`src/rtl/nor_seq_pkg.sv`:
```
// Package: shared encodings for the NOR command sequencer.
// Assumes word-addressed flash with command codes on the low data byte.
package nor_seq_pkg;

    typedef enum logic [1:0] {
        OP_NONE  = 2'd0,
        OP_ID    = 2'd1,
        OP_PROG  = 2'd2,
        OP_ERASE = 2'd3
    } op_e;

    typedef enum logic [1:0] {
        ST_OK      = 2'd0,
        ST_TIMEOUT = 2'd1,
        ST_VFAIL   = 2'd2
    } status_e;

    typedef enum logic [2:0] {
        K_WR   = 3'd0,
        K_ID0  = 3'd1,
        K_ID1  = 3'd2,
        K_POLL = 3'd3,
        K_VFY  = 3'd4,
        K_END  = 3'd5
    } kind_e;

    localparam logic [15:0] ADDR_KEY_HI   = 16'h5555;
    localparam logic [15:0] ADDR_KEY_LO   = 16'h2AAA;
    localparam logic [7:0]  CMD_KEY1      = 8'hAA;
    localparam logic [7:0]  CMD_KEY2      = 8'h55;
    localparam logic [7:0]  CMD_PROG      = 8'hA0;
    localparam logic [7:0]  CMD_ERASE_ARM = 8'h80;
    localparam logic [7:0]  CMD_SECTOR    = 8'h30;
    localparam logic [7:0]  CMD_ID_ENTER  = 8'h90;
    localparam logic [7:0]  CMD_ID_LEAVE  = 8'hF0;
    localparam int          BUSY_BIT      = 6;

endpackage

```
`src/rtl/nor_bus_engine.sv`:
```
// Module: nor_bus_engine
// Runs one asynchronous flash access per start pulse. A write holds address
// and data one clock, pulls the write strobe low for ACC_CLKS clocks, then
// holds for one more clock. A read does the same with the read strobe and
// captures the data on the last strobe clock. ack pulses once per access.
// Assumes start is only raised while the engine is idle (ack seen).
module nor_bus_engine #(
    parameter int AW       = 20,
    parameter int DW       = 16,
    parameter int ACC_CLKS = 4
) (
    input  logic          clk,
    input  logic          rst_n,
    input  logic          start,
    input  logic          wr,
    input  logic [AW-1:0] addr_i,
    input  logic [DW-1:0] data_i,
    output logic          ack,
    output logic [DW-1:0] rdata,
    output logic [AW-1:0] bus_addr,
    output logic [DW-1:0] bus_dq_out,
    output logic          bus_dq_oe,
    output logic          bus_we_n,
    output logic          bus_oe_n,
    input  logic [DW-1:0] bus_dq_in
);

    localparam int CW = $clog2(ACC_CLKS + 1);
    localparam logic [CW-1:0] LAST = CW'(ACC_CLKS - 1);

    typedef enum logic [1:0] {E_IDLE, E_SETUP, E_STROBE, E_HOLD} eng_e;

    eng_e          es;
    logic [CW-1:0] cnt;
    logic          wr_q;

    // Access state machine: setup, strobe window, hold, acknowledge.
    always_ff @(posedge clk) begin
        if (!rst_n) begin
            es         <= E_IDLE;
            cnt        <= '0;
            wr_q       <= 1'b0;
            ack        <= 1'b0;
            rdata      <= '0;
            bus_addr   <= '0;
            bus_dq_out <= '0;
            bus_dq_oe  <= 1'b0;
            bus_we_n   <= 1'b1;
            bus_oe_n   <= 1'b1;
        end else begin
            ack <= 1'b0;
            unique case (es)
                E_IDLE: begin
                    if (start) begin
                        bus_addr   <= addr_i;
                        bus_dq_out <= wr ? data_i : '0;
                        bus_dq_oe  <= wr;
                        wr_q       <= wr;
                        es         <= E_SETUP;
                    end
                end
                E_SETUP: begin
                    cnt <= '0;
                    if (wr_q) bus_we_n <= 1'b0;
                    else      bus_oe_n <= 1'b0;
                    es <= E_STROBE;
                end
                E_STROBE: begin
                    cnt <= cnt + 1'b1;
                    if (cnt == LAST) begin
                        bus_we_n <= 1'b1;
                        bus_oe_n <= 1'b1;
                        if (!wr_q) rdata <= bus_dq_in;
                        es <= E_HOLD;
                    end
                end
                E_HOLD: begin
                    ack       <= 1'b1;
                    bus_dq_oe <= 1'b0;
                    es        <= E_IDLE;
                end
                default: es <= E_IDLE;
            endcase
        end
    end

endmodule

```
`src/rtl/nor_toggle_watch.sv`:
```
// Module: nor_toggle_watch
// Tracks the busy bit across successive poll reads. settled fires on a
// read whose bit matches the previous read; expired fires on the
// POLL_LIMIT-th consecutive read that differs from its predecessor.
// Assumes clear is pulsed before the first poll read of each job.
module nor_toggle_watch #(
    parameter int POLL_LIMIT = 5000000
) (
    input  logic clk,
    input  logic rst_n,
    input  logic clear,
    input  logic sample,
    input  logic bit_i,
    output logic settled,
    output logic expired
);

    localparam int CW = $clog2(POLL_LIMIT + 1);
    localparam logic [CW-1:0] LAST = CW'(POLL_LIMIT - 1);

    logic          prev_q;
    logic          have_q;
    logic [CW-1:0] cnt_q;
    logic          differs;

    // A read only compares once an earlier read exists.
    assign differs = have_q && (bit_i != prev_q);
    assign settled = sample && have_q && (bit_i == prev_q);
    assign expired = sample && differs && (cnt_q == LAST);

    // Remember the last bit and count toggling reads.
    always_ff @(posedge clk) begin
        if (!rst_n || clear) begin
            prev_q <= 1'b0;
            have_q <= 1'b0;
            cnt_q  <= '0;
        end else if (sample) begin
            prev_q <= bit_i;
            have_q <= 1'b1;
            if (differs) cnt_q <= cnt_q + 1'b1;
        end
    end

endmodule

```
`src/rtl/nor_cmd_seq.sv`:
```
// Module: nor_cmd_seq (top)
// Sequences identifier query, word program and sector erase on a parallel
// NOR flash: unlock writes, command writes, busy-bit polling with an
// iteration limit, then read-back verification. One job at a time.
// Assumes a single flash device with word addressing and DW >= 8.
module nor_cmd_seq #(
    parameter int AW           = 20,
    parameter int DW           = 16,
    parameter int ACC_CLKS     = 4,
    parameter int POLL_LIMIT   = 5000000,
    parameter int SECTOR_BYTES = 4096,
    parameter int SECT_AW      = $clog2(SECTOR_BYTES / (DW / 8)),
    parameter int LW           = SECT_AW + 1
) (
    input  logic          clk,
    input  logic          rst_n,
    input  logic          req_valid,
    input  logic [1:0]    req_op,
    input  logic [AW-1:0] req_addr,
    input  logic [DW-1:0] req_wdata,
    input  logic [LW-1:0] req_len,
    output logic          busy,
    output logic          done,
    output logic [1:0]    status,
    output logic [DW-1:0] id_mfr,
    output logic [DW-1:0] id_dev,
    output logic [AW-1:0] flash_addr,
    output logic [DW-1:0] flash_dq_out,
    output logic          flash_dq_oe,
    input  logic [DW-1:0] flash_dq_in,
    output logic          flash_we_n,
    output logic          flash_oe_n
);
    import nor_seq_pkg::*;

    localparam logic [AW-1:0] A_HI  = AW'(ADDR_KEY_HI);
    localparam logic [AW-1:0] A_LO  = AW'(ADDR_KEY_LO);
    localparam logic [DW-1:0] D_K1  = DW'(CMD_KEY1);
    localparam logic [DW-1:0] D_K2  = DW'(CMD_KEY2);
    localparam logic [DW-1:0] D_PRG = DW'(CMD_PROG);
    localparam logic [DW-1:0] D_ARM = DW'(CMD_ERASE_ARM);
    localparam logic [DW-1:0] D_SEC = DW'(CMD_SECTOR);
    localparam logic [DW-1:0] D_IDE = DW'(CMD_ID_ENTER);
    localparam logic [DW-1:0] D_IDL = DW'(CMD_ID_LEAVE);

    typedef enum logic [1:0] {F_IDLE, F_ISSUE, F_WAIT} fsm_e;

    typedef struct packed {
        kind_e         kind;
        logic [AW-1:0] addr;
        logic [DW-1:0] data;
        logic          last;
    } step_t;

    fsm_e          fsm;
    op_e           op_q;
    logic [AW-1:0] addr_q;
    logic [DW-1:0] wdata_q;
    logic [LW-1:0] len_q;
    logic [3:0]    step_q;
    logic [LW-1:0] vcnt_q;
    status_e       stat_q;
    logic [DW-1:0] mfr_q;
    logic [DW-1:0] dev_q;
    logic          done_q;

    logic [AW-1:0] sect_base;
    step_t         cur;
    logic          accept;
    logic          eng_ack;
    logic [DW-1:0] eng_rdata;
    logic          poll_sample;
    logic          poll_settled;
    logic          poll_expired;
    logic [DW-1:0] vfy_exp;
    logic          vfy_bad;
    logic          vfy_final;

    function automatic step_t mk(kind_e k, logic [AW-1:0] a,
                                 logic [DW-1:0] d, logic l);
        step_t s;
        s.kind = k;
        s.addr = a;
        s.data = d;
        s.last = l;
        return s;
    endfunction

    assign accept    = (fsm == F_IDLE) && req_valid && (req_op != OP_NONE);
    assign sect_base = {addr_q[AW-1:SECT_AW], {SECT_AW{1'b0}}};

    // Step table: which access each step of each job performs.
    always_comb begin
        cur = mk(K_END, '0, '0, 1'b1);
        unique case (op_q)
            OP_PROG: begin
                unique case (step_q)
                    4'd0:    cur = mk(K_WR, A_HI, D_K1, 1'b0);
                    4'd1:    cur = mk(K_WR, A_LO, D_K2, 1'b0);
                    4'd2:    cur = mk(K_WR, A_HI, D_PRG, 1'b0);
                    4'd3:    cur = mk(K_WR, addr_q, wdata_q, 1'b0);
                    4'd4:    cur = mk(K_POLL, addr_q, '0, 1'b0);
                    4'd5:    cur = mk(K_VFY, addr_q, '0, 1'b1);
                    default: cur = mk(K_END, '0, '0, 1'b1);
                endcase
            end
            OP_ERASE: begin
                unique case (step_q)
                    4'd0:    cur = mk(K_WR, A_HI, D_K1, 1'b0);
                    4'd1:    cur = mk(K_WR, A_LO, D_K2, 1'b0);
                    4'd2:    cur = mk(K_WR, A_HI, D_ARM, 1'b0);
                    4'd3:    cur = mk(K_WR, A_HI, D_K1, 1'b0);
                    4'd4:    cur = mk(K_WR, A_LO, D_K2, 1'b0);
                    4'd5:    cur = mk(K_WR, sect_base, D_SEC, 1'b0);
                    4'd6:    cur = mk(K_POLL, sect_base, '0, 1'b0);
                    4'd7:    cur = mk(K_VFY, sect_base + AW'(vcnt_q), '0, 1'b0);
                    default: cur = mk(K_END, '0, '0, 1'b1);
                endcase
            end
            OP_ID: begin
                unique case (step_q)
                    4'd0:    cur = mk(K_WR, A_HI, D_K1, 1'b0);
                    4'd1:    cur = mk(K_WR, A_LO, D_K2, 1'b0);
                    4'd2:    cur = mk(K_WR, A_HI, D_IDE, 1'b0);
                    4'd3:    cur = mk(K_ID0, '0, '0, 1'b0);
                    4'd4:    cur = mk(K_ID1, AW'(1), '0, 1'b0);
                    4'd5:    cur = mk(K_WR, A_HI, D_K1, 1'b0);
                    4'd6:    cur = mk(K_WR, A_LO, D_K2, 1'b0);
                    4'd7:    cur = mk(K_WR, A_HI, D_IDL, 1'b1);
                    default: cur = mk(K_END, '0, '0, 1'b1);
                endcase
            end
            default: cur = mk(K_END, '0, '0, 1'b1);
        endcase
    end

    // Read-back comparison for the verify phase.
    always_comb begin
        vfy_exp   = (op_q == OP_PROG) ? wdata_q : '1;
        vfy_bad   = (eng_rdata != vfy_exp);
        vfy_final = (op_q == OP_PROG) || ((vcnt_q + LW'(1)) == len_q);
    end

    assign poll_sample = (fsm == F_WAIT) && eng_ack && (cur.kind == K_POLL);

    nor_bus_engine #(
        .AW       (AW),
        .DW       (DW),
        .ACC_CLKS (ACC_CLKS)
    ) u_bus (
        .clk        (clk),
        .rst_n      (rst_n),
        .start      (fsm == F_ISSUE),
        .wr         (cur.kind == K_WR),
        .addr_i     (cur.addr),
        .data_i     (cur.data),
        .ack        (eng_ack),
        .rdata      (eng_rdata),
        .bus_addr   (flash_addr),
        .bus_dq_out (flash_dq_out),
        .bus_dq_oe  (flash_dq_oe),
        .bus_we_n   (flash_we_n),
        .bus_oe_n   (flash_oe_n),
        .bus_dq_in  (flash_dq_in)
    );

    nor_toggle_watch #(
        .POLL_LIMIT (POLL_LIMIT)
    ) u_watch (
        .clk     (clk),
        .rst_n   (rst_n),
        .clear   (accept),
        .sample  (poll_sample),
        .bit_i   (eng_rdata[BUSY_BIT]),
        .settled (poll_settled),
        .expired (poll_expired)
    );

    // Job sequencer: accept, issue each access, react to its result.
    always_ff @(posedge clk) begin
        if (!rst_n) begin
            fsm     <= F_IDLE;
            op_q    <= OP_NONE;
            addr_q  <= '0;
            wdata_q <= '0;
            len_q   <= '0;
            step_q  <= '0;
            vcnt_q  <= '0;
            stat_q  <= ST_OK;
            mfr_q   <= '0;
            dev_q   <= '0;
            done_q  <= 1'b0;
        end else begin
            done_q <= 1'b0;
            unique case (fsm)
                F_IDLE: begin
                    if (accept) begin
                        op_q    <= op_e'(req_op);
                        addr_q  <= req_addr;
                        wdata_q <= req_wdata;
                        len_q   <= req_len;
                        step_q  <= '0;
                        vcnt_q  <= '0;
                        stat_q  <= ST_OK;
                        fsm     <= F_ISSUE;
                    end
                end
                F_ISSUE: fsm <= F_WAIT;
                F_WAIT: begin
                    if (eng_ack) begin
                        unique case (cur.kind)
                            K_WR, K_ID0, K_ID1: begin
                                if (cur.kind == K_ID0) mfr_q <= eng_rdata;
                                if (cur.kind == K_ID1) dev_q <= eng_rdata;
                                if (cur.last) begin
                                    fsm    <= F_IDLE;
                                    done_q <= 1'b1;
                                end else begin
                                    step_q <= step_q + 1'b1;
                                    fsm    <= F_ISSUE;
                                end
                            end
                            K_POLL: begin
                                if (poll_expired) stat_q <= ST_TIMEOUT;
                                if ((poll_settled || poll_expired) &&
                                    (op_q == OP_ERASE) && (len_q == '0)) begin
                                    fsm    <= F_IDLE;
                                    done_q <= 1'b1;
                                end else begin
                                    if (poll_settled || poll_expired)
                                        step_q <= step_q + 1'b1;
                                    fsm <= F_ISSUE;
                                end
                            end
                            K_VFY: begin
                                if (vfy_bad && (stat_q == ST_OK))
                                    stat_q <= ST_VFAIL;
                                if (vfy_bad || vfy_final) begin
                                    fsm    <= F_IDLE;
                                    done_q <= 1'b1;
                                end else begin
                                    vcnt_q <= vcnt_q + 1'b1;
                                    fsm    <= F_ISSUE;
                                end
                            end
                            default: begin
                                fsm    <= F_IDLE;
                                done_q <= 1'b1;
                            end
                        endcase
                    end
                end
                default: fsm <= F_IDLE;
            endcase
        end
    end

    assign busy   = (fsm != F_IDLE);
    assign done   = done_q;
    assign status = stat_q;
    assign id_mfr = mfr_q;
    assign id_dev = dev_q;

endmodule

```
`config.mk`:
```
export PLATFORM = sky130hd
export DESIGN_NAME = nor_cmd_seq
export DESIGN_NICKNAME = d
export VERILOG_FILES = /design/src/rtl/nor_seq_pkg.sv /design/src/rtl/nor_bus_engine.sv /design/src/rtl/nor_toggle_watch.sv /design/src/rtl/nor_cmd_seq.sv
export SDC_FILE = /design/constraint.sdc
export NUM_CORES = 1
export LEC_CHECK = 0
export ABC_AREA = 1
export BUFFER_PORTS_ARGS = -buffer_cell sky130_fd_sc_hd__buf_2
export CELL_PAD_IN_SITES_DETAIL_PLACEMENT = 0
export CELL_PAD_IN_SITES_GLOBAL_PLACEMENT = 1
export CORE_ASPECT_RATIO = 2
export CORE_MARGIN = 2
export CORE_UTILIZATION = 25
export CTS_CLUSTER_SIZE = 12
export DETAILED_ROUTE_END_ITERATION = 8
export PLACE_DENSITY = 0.61
export SYNTH_ARGS = -nofsm -noshare
export SYNTH_HDL_FRONTEND = slang
export SYNTH_HIERARCHICAL = 1
export SYNTH_SLANG_ARGS = --single-unit
```
`constraint.sdc`:
```
create_clock -name clk -period 3.8 [get_ports clk]
set_input_delay 0.76 -clock clk [delete_from_list [all_inputs] [get_ports clk]]
set_output_delay 0.76 -clock clk [all_outputs]
set_load 0.01 [all_outputs]
```
==> flow_metrics.tcl, run 1 <==
set metrics [dict create \
    p_leak_nw 5.58 \
    max_freq_mhz 280 \
    crit_path_end_kind "flop" \
    min_period_ns 3.58 \
    drtAntennaViolNets 0 \
    critPathMaxFanout 5 \
    cap_violations 0 \
    fin_crit_sh 0.941 \
    synth.top_cells.by_area "dfxtp_1 (39%), nand2_1 (11%), nor2_1 (8.4%)" \
    vias_per_cell 4.55 \
    grt_pass1_vias 9922 \
    dr.pass1.iters 5 \
    clock_path_buffers 2 \
    clk_pin_slew_ns 0.08 \
    min_path_type "reg2reg" \
    coreArea_um2 40900 \
    root_buffer "clkbuf_16" \
    holdBufCountCts 0 \
    status "completed" \
    clock_sinks 200 \
    post-route-drc-count 0 \
    crit_slowest_cell "dfxtp_4" \
    avgRoutedWirePerCell_um 15.9 \
    synthFlopType "dfxtp_1" \
    fin_ws_ns 0.223 \
    drive_gt1_frac 0.202 \
    ir_worst_vdd_v 0.000317 \
    worstMarginPinSlew_ns 0.649 \
    synth_cell_types 48 \
    ioPinCount 144 \
    routed-via-count 10111 \
    synth-edff-count 0 \
    slew_headroom 0.567 \
    globalplace.congestion 0.875 \
    grt_max_degree 62 \
    num-nets-final 1764 \
    synth_top_area_cell "dfxtp_1" \
    die_area_um2 42800 \
    antenna_found_initial 2 \
    multiInputGateArea_um2 5420 \
    synth_top_area_share 0.390 \
    htreeDepth 4 \
    place_ws_ns -0.0620 \
    grt_pass1_wl_mm 54.8 \
    grt_usage 0.166 \
    maxSlewViolCount 0 \
    io_buffers 143 \
    cts_tree "yes" \
    syn-num-nets 1604 \
    cp.required_ns 4.15 \
    finClkSkew_ns 0.0182 \
    setup-violations-final 0 \
    cts_inserted_buffers 17 \
    rsz0062_at_grt "true" \
    die-width_um 147 \
    path_class "reg2reg" \
    synth_seq_cells 200 \
    drt-total-wl_mm 35.4 \
    std_cell_rows 105 \
    hpwl_mm 27.7 \
    syn_area_um2 10300 \
    postSynthAreaPerCell_um2 6.78 \
    syn_inst 1515 \
    max_stage_delay_ns 0.39 \
    seq_area_frac_synth 0.390 \
    finalHoldViolCount 0 \
    start_kind "flop" \
    fin_util 0.308 \
    p_total_mw 7.15 \
    ys_async_sr_fraction 0 \
    ff_latch_area_um2 4010 \
    drtIter0Drc 507 \
    syn_to_final_growth_pct 22.3 \
    initial_core_util 0.252 \
    grt_remaining_overflow 0 \
    yosys_warnings 6 \
    arrival_ns 3.93 \
    worstSkewPairLatency_ns 0.46 \
    power_density_nw_per_um2 569 \
    die_h_um 291 \
    nFillCells 4511 \
]
## synthesized netlist by cell type, types with 5 or more instances
| library cell | n |
|---|---|
| nand2_1 | 308 |
| nor2_1 | 229 |
| dfxtp_1 | 200 |
| inv_1 | 185 |
| o21ai_0 | 136 |
| a21oi_1 | 120 |
| nand3_1 | 75 |
| clkbuf_1 | 35 |
| nand4_1 | 27 |
| nor2_2 | 21 |
| ha_1 | 20 |
| xor2_1 | 17 |
| nor3_1 | 16 |
| nand2_2 | 13 |
| o21ai_1 | 12 |
| inv_2 | 9 |
| buf_6 | 7 |
| buf_2 | 6 |
| buf_4 | 6 |
| nor2_4 | 6 |
| o221ai_1 | 6 |
| nand3_2 | 5 |
| nand3b_1 | 5 |
| o211ai_1 | 5 |
## layout make-up
cell class,count,area share
multi-input cells,1061,0.432
flip-flops and latches,200,0.319
repair buffers,198,0.0903
inverters,197,0.0598
well taps,535,0.0533
clock buffers,18,0.0349
clock inverters,14,0.0105
diodes,1,0.000199
## layout by cell type (no fill, tap or decap), drive strengths merged, types with 3 or more instances in the layout
cell type / count
o211ai: 5
o2111ai: 4
ha: 20
xor2: 17
nand2: 325
clkbuf: 18
clkinvlp: 4
nand4: 27
nor3: 16
o21ai: 149
nand3b: 5
buf: 198
a21oi: 120
inv: 204
dfxtp: 200
o22ai: 4
nor2: 259
nor4: 3
clkinv: 3
o221ai: 6
and3: 3
nand3: 82
## routing by layer
metal,vias up,wire [um],global-route usage,share of wire
met5,-,13,0,0.00037
met1,4679,12900,0.162,0.36
met3,48,1070,0.0261,0.030
met2,192,20400,0.337,0.58
met4,2,999,0.0638,0.028
li1,5190,-,-,-
## power breakdown
part	switching (mW)	internal [mW]	total (mW)
clock	0.938	0.886	1.82
combinational	1.72	0.920	2.64
sequential	0.259	2.43	2.69
## flip-flops by register name (all words and copies together) (netlist names), named ones only
register	count
u_bus/bus_dq_oe	1
u_watch/prev_q	1
addr_q	20
u_bus/bus_we_n	1
u_bus/es	2
u_bus/bus_dq_out	16
status	2
u_bus/ack	1
u_bus/rdata	16
u_watch/cnt_q	23
u_bus/bus_oe_n	1
vcnt_q	12
u_bus/cnt	3
op_q	2
u_bus/wr_q	1
len_q	12
wdata_q	16
done	1
u_watch/have_q	1
step_q	4
u_bus/bus_addr	20
id_dev	16
id_mfr	16
fsm	2
## critical path, delay by kind of cell, from the launching register on
kind,cells,cell delay (ns)
simple gates,24,1.96
buf+inv,8,0.59
flops,1,0.39
fa+ha+maj,2,0.38
compound gates,1,0.16
## kinds of logic (layout without fill, tap and decap cells)
| family | after synthesis | count (layout) | share of synthesized area |
|---|---|---|---|
| fa+ha+maj | 20 | 20 | 0.0244 |
| compound gates | 300 | 300 | 0.155 |
| simple gates | 723 | 723 | 0.312 |
| buf+inv | 254 | 427 | 0.103 |
| other cells | 0 | 1 | 0 |
| flops | 200 | 200 | 0.390 |
| xor+xnor | 18 | 18 | 0.0153 |
## through the flow
stage | cells | hold slack [ns] | area [um2] | TNS (ns)
after global routing | 2224 | 0.465 | 12600 | -0.403
after CTS | 2217 | 0.451 | 12400 | 0
after floorplan | 1515 | 0.429 | 10300 | 0
after global placement | 2185 | 0.429 | 11800 | -0.0365
after detailed placement | 2185 | 0.433 | 11800 | -0.0708
final | 2224 | 0.447 | 12600 | 0
## repair_timing
action                                  in CTS  in global routing
endpoints found under the setup margin       6                 12
setup buffers                                0                  6
gates resized for setup                      4                 46
pin swaps                                    2                 32
## final timing paths
check / startpoint / endpoint / slack [ns] / cells after the start
setup reg to reg: step_q[1]$_SDFFE_PN0N_ / flop / 0.22 / 35
hold / removal: id_dev[5]$_SDFFE_PN0P_ / id_dev[5]$_SDFFE_PN0P_ / 0.45 / 2
hold reg to reg: id_dev[5]$_SDFFE_PN0P_ / id_dev[5]$_SDFFE_PN0P_ / 0.45 / 2
setup / recovery: step_q[1]$_SDFFE_PN0N_ / flop / 0.22 / 35
Note: power is estimated with default switching activity, not from simulation.
==> inputs of run 2 (changes only) <==
- MAX_ROUTING_LAYER: unset -> met4
- PLACE_DENSITY: 0.61 -> 0.59
- clock period: 3.8 -> 3.95 ns (I/O delays scaled with it)
==> run 2 against run 1 <==
Against the previous run:
- routed wire length grew 3.6%
- count of clock-buffer cells in the layout did not move
- fmax decreased by 2.7%
- core utilization fell by 0.43 points
- final area down 1.4%
- critical path type unchanged
- die area is the same
- global-route usage is 1.0 points higher
- sequential share of layout area increased by 0.47 points
- clock power hardly changed
- combinational power down 6%
- register-to-register slack better by 0.05 ns
- critical path depth is 3 lower
==> flow_metrics.tcl, run 2 (synthesis gave the netlist of run 1 again) <==
set metrics [dict create \
    status "completed" \
    drtIter0Drc 489 \
    clkPwrFrac 0.262 \
    globalRouteMet1Util 0.163 \
    htreeDepth 4 \
    globalplace.congestion 0.881 \
    cts_tree "yes" \
    die_area_um2 42800 \
    largest_reg_flops 23 \
    slew_headroom 0.475 \
    crit_path_end_kind "flop" \
    final_common_cell "nand2_1" \
    cts_inserted_buffers 17 \
    largest-register "u_watch/cnt_q" \
    ir_worst_vdd_v 0.000384 \
    use_met2 0.343 \
    critPathMaxFanout 6 \
    root_buffer "clkbuf_16" \
    arrival_ns 4.03 \
    initial_core_util 0.252 \
    start_kind "flop" \
    die-width_um 147 \
    routed-via-count 10072 \
    clock_sinks 200 \
    swShare 0.408 \
    grt_pass1_vias 10051 \
    fin_crit_sh 0.931 \
    fin_ws_ns 0.272 \
    use_met3 0.0243 \
    worstSkewPairLatency_ns 0.47 \
    finalHoldViolCount 0 \
    num-nets-final 1752 \
    p_leak_nw 5.52 \
    dr.pass1.iters 5 \
    place_ws_ns 0.0194 \
    grt_usage 0.176 \
    p_seq_frac 0.376 \
    max_stage_delay_ns 0.35 \
    path_class "reg2reg" \
    worstMarginPinSlew_ns 0.787 \
    post-route-drc-count 0 \
    io_buffers 143 \
    crit_top_cell "nand2_1" \
    drive_gt1_frac 0.187 \
    drt-total-wl_mm 36.6 \
    power.internal_mw 4.07 \
    power_density_nw_per_um2 556 \
    cp_num_buf_inv 8 \
    finClkSkew_ns 0.0110 \
    crit_slowest_cell "dfxtp_4" \
    grt_max_degree 84 \
    vias_per_cell 4.55 \
    ioPinCount 144 \
    max_freq_mhz 272 \
    min_period_ns 3.68 \
    final_cell_mix "nand2_1 (303), nor2_1 (226), dfxtp_1 (196), inv_1 (180), buf_2 (142)" \
    holdWs_ns 0.450 \
    setup_tns_ns 0 \
    maxSlewViolCount 0 \
    clk_pin_slew_ns 0.08 \
    busiest_layer "met2" \
    syn_to_final_growth_pct 20.6 \
    top_regs "u_watch/cnt_q (23), addr_q (20), u_bus/bus_addr (20)" \
    avgRoutedWirePerCell_um 16.6 \
    holdBufCountCts 0 \
    coreArea_um2 40900 \
    die_h_um 291 \
    hpwl_mm 28.2 \
    critical-path-top-delay-family "simple AND/OR/NAND/NOR gates" \
    std_cell_rows 105 \
    clock_path_buffers 2 \
    min_path_type "reg2reg" \
    setup-violations-final 0 \
    drtAntennaViolNets 0 \
    cap_violations 0 \
    power_switching_mw 2.81 \
    cp.required_ns 4.30 \
    antenna_found_initial 1 \
    combPwrFrac 0.361 \
    grt_remaining_overflow 0 \
    grt_pass1_wl_mm 55.9 \
]
==> run 2: cell types whose count changed in the layout (fill, tap and decap cells not counted), moves of 3 or more <==
cell        previous run  this run
nor2_4                13        10
clkinvlp_4             4         0
inv_1                177       180
nand2_2               22        18
clkinv_4               0         3
nand2_1              297       303
clkinv_2               1         4
buf_4                 55        43
==> run 2: path summary, 6_finish.rpt <==
check                            endpoint  slack [ns]                    start  cells after the start
hold / removal    id_dev[10]$_SDFFE_PN0P_        0.45  id_dev[10]$_SDFFE_PN0P_                      2
setup reg to reg                     flop        0.27   step_q[2]$_SDFFE_PN0N_                     32
setup / recovery                     flop        0.27   step_q[2]$_SDFFE_PN0N_                     32
hold reg to reg   id_dev[10]$_SDFFE_PN0P_        0.45  id_dev[10]$_SDFFE_PN0P_                      2
==> run 2: timing repair <==
item / in CTS / in global routing
setup endpoints to repair: 1 / 12
pin swaps: 0 / 19
setup buffers: 0 / 11
gates resized for setup: 2 / 41
==> run 2: worst min-delay path: stages (launching register included) <==
cell	delay [ns]
dfxtp_1	0.31
inv_1	0.05
a21oi_1	0.05
==> run 2: final cells by class <==
class                      instances  area (um2)
sequential                       200        4020
fill                            4545       28500
inverter                         197         752
antenna                            1        2.50
multi-input combinational       1061        5330
clock inverter                    14         136
clock buffer                      18         439
timing repair buffer             186        1040
tap                              535         669
==> run 2: power groups by stage <==
| stage | combinational (mW) | clock (mW) | sequential (mW) |
|---|---|---|---|
| after global routing | 2.82 | 1.94 | 2.63 |
| after global placement | 2.39 | 0 | 2.63 |
| after detailed placement | 2.41 | 0 | 2.63 |
| after floorplan | 1.61 | 0 | 2.57 |
| after CTS | 2.42 | 1.88 | 2.58 |
| final | 2.49 | 1.81 | 2.59 |
==> run 2: routing by layer <==
metal | share of wire | wire length [um]
met1 | 0.36 | 13200
met2 | 0.56 | 20700
met3 | 0.031 | 1140
met4 | 0.044 | 1610
met5 | 0 | 0
==> run 2: metrics by stage <==
step	util	std cells	power (mW)	cell area, um2
2_1_floorplan	-	1515	4.19	10300
3_3_place_gp	0.284	2168	5.02	11600
3_5_place_dp	0.284	2168	5.04	11600
4_1_cts	0.298	2200	6.88	12200
5_1_grt	0.303	2212	7.39	12400
6_report	0.303	2212	6.89	12400
==> inputs of run 3 (changes only) <==
- PLACE_DENSITY: 0.59 -> unset
- PLACE_DENSITY_LB_ADDON: unset -> 0.2
==> run 3 against run 2 <==
Against the previous run:
- final cell count about the same
- clock power is essentially flat
- clock skew increased by 0.0077 ns
- highest routed layer unchanged
- global-route usage increased by 0.20 points
- register-to-register slack better by 0.02 ns
- via count rose by 0.26%
- total power hardly changed
- sequential power about the same
- largest cell class unchanged
- sequential share of layout area down 0.052 points
==> flow_metrics.tcl, run 3 (synthesis gave the netlist of run 1 again) <==
set metrics [dict create \
    status "completed" \
    antenna_found_initial 1 \
    slew_headroom 0.500 \
    io_buffers 143 \
    cp.required_ns 4.31 \
    ir_worst_vdd_v 0.000336 \
    min_path_type "reg2reg" \
    critical-path-top-delay-family "simple AND/OR/NAND/NOR gates" \
    cts_tree "yes" \
    largest-register "u_watch/cnt_q" \
    finClkSkew_ns 0.0187 \
    drtIter0Drc 461 \
    grt_pass1_wl_mm 56.7 \
    maxSlewViolCount 0 \
    cts_inserted_buffers 17 \
    max_stage_delay_ns 0.41 \
    hpwl_mm 28.6 \
    avgRoutedWirePerCell_um 16.8 \
    grt_remaining_overflow 0 \
    die-width_um 147 \
    worstSkewPairLatency_ns 0.46 \
    fin_crit_sh 0.926 \
    start_kind "flop" \
    coreArea_um2 40900 \
    ff_latch_area_um2 4020 \
    setup_tns_ns 0 \
    globalplace.congestion 0.883 \
    grt_pass1_vias 10065 \
    p_leak_nw 5.51 \
    final_cell_mix "nand2_1 (304), nor2_1 (226), dfxtp_1 (196), inv_1 (180), buf_2 (142)" \
    die_h_um 291 \
    std_cell_rows 105 \
    finalHoldViolCount 0 \
    power_density_nw_per_um2 554 \
    top_regs "u_watch/cnt_q (23), addr_q (20), u_bus/bus_addr (20)" \
    post-route-drc-count 0 \
    worstMarginPinSlew_ns 0.749 \
    drive_gt1_frac 0.183 \
    cap_violations 0 \
    path_class "reg2reg" \
    crit_slowest_cell "dfxtp_4" \
    num-nets-final 1751 \
    htreeDepth 4 \
    final_common_cell "nand2_1" \
    arrival_ns 4.01 \
    power.internal_mw 4.12 \
    routed-via-count 10098 \
    die_area_um2 42800 \
    swShare 0.402 \
    power_switching_mw 2.76 \
    syn_to_final_growth_pct 20.8 \
    combPwrFrac 0.358 \
    dr.pass1.iters 5 \
    drt-total-wl_mm 37.1 \
    fin_util 0.304 \
    clkPwrFrac 0.265 \
    crit_top_cell "nand2_1" \
    crit_path_end_kind "flop" \
    holdWs_ns 0.450 \
    critPathMaxFanout 5 \
    setup-violations-final 0 \
    clk_pin_slew_ns 0.08 \
    min_period_ns 3.66 \
    drtAntennaViolNets 0 \
    p_total_mw 6.88 \
    largest_reg_flops 23 \
    root_buffer "clkbuf_16" \
    grt_usage 0.178 \
    max_freq_mhz 273 \
    p_seq_frac 0.377 \
    initial_core_util 0.252 \
    place_ws_ns -0.00808 \
    vias_per_cell 4.57 \
    clock_sinks 200 \
    clock_path_buffers 2 \
    ioPinCount 144 \
    nFillCells 4564 \
    grt_max_degree 72 \
    fin_ws_ns 0.292 \
    multiInputGateArea_um2 5360 \
    cp_num_buf_inv 8 \
]
-- run 3: cell types whose count changed in the layout (fill, tap and decap cells not counted), sizes merged --
cell	before	now
clkbuf	18	22
inv	202	198
clkinv	8	6
buf	186	185
bufinv	1	2
-- run 3: area by class of cell --
cell class                 count  share of cell area
antenna                        1            0.000202
clock buffer                  22              0.0374
clock inverter                 9             0.00917
inverter                     197              0.0605
multi-input combinational   1061               0.432
sequential                   200               0.324
tap                          535              0.0539
timing repair buffer         185              0.0833
-- run 3: power by group through the flow --
stage	combinational, mW	clock, mW	sequential, mW
6_report	2.46	1.82	2.59
5_1_grt	2.79	1.96	2.63
4_1_cts	2.43	1.89	2.59
3_5_place_dp	2.42	0	2.63
3_3_place_gp	2.41	0	2.63
2_1_floorplan	1.61	0	2.57
-- run 3: final timing paths --
check / endpoint / cells after the start / slack (ns) / from
hold / removal: id_dev[11]$_SDFFE_PN0P_ / 2 / 0.45 / id_dev[11]$_SDFFE_PN0P_
setup reg to reg: flop / 36 / 0.29 / step_q[1]$_SDFFE_PN0N_
hold reg to reg: id_dev[11]$_SDFFE_PN0P_ / 2 / 0.45 / id_dev[11]$_SDFFE_PN0P_
setup / recovery: flop / 36 / 0.29 / step_q[1]$_SDFFE_PN0N_
-- run 3: through the flow --
step | std cells | instance area [um2]
finish | 2210 | 12400
global route | 2210 | 12400
CTS | 2203 | 12200
detailed placement | 2172 | 11600
global placement | 2172 | 11600
floorplan | 1515 | 10300
-- run 3: what timing repair did --
item / CTS / global route
resized for setup: 2 / 44
hold buffers: 0 / 0
setup buffers: 0 / 6
endpoints found under the setup margin: 1 / 13
pin swaps: 0 / 19
-- run 3: worst register-to-register path, delay by kind of cell (launching register included) --
family / cells / cell delay (ns)
AO/OA/AOI/OAI: 1 / 0.15
adder cells (fa/ha/maj): 2 / 0.35
buffers and inverters: 8 / 0.59
flip-flops: 1 / 0.41
AND/OR/NAND/NOR: 25 / 2.08
-- run 3: layer usage --
layer / wire (um) / up-vias / GRT usage
met2: 21400 / 186 / 0.354
met3: 879 / 53 / 0.0209
met5: 0 / - / -
met1: 13700 / 4701 / 0.168
met4: 1250 / 0 / 0.0722
li1: - / 5158 / -
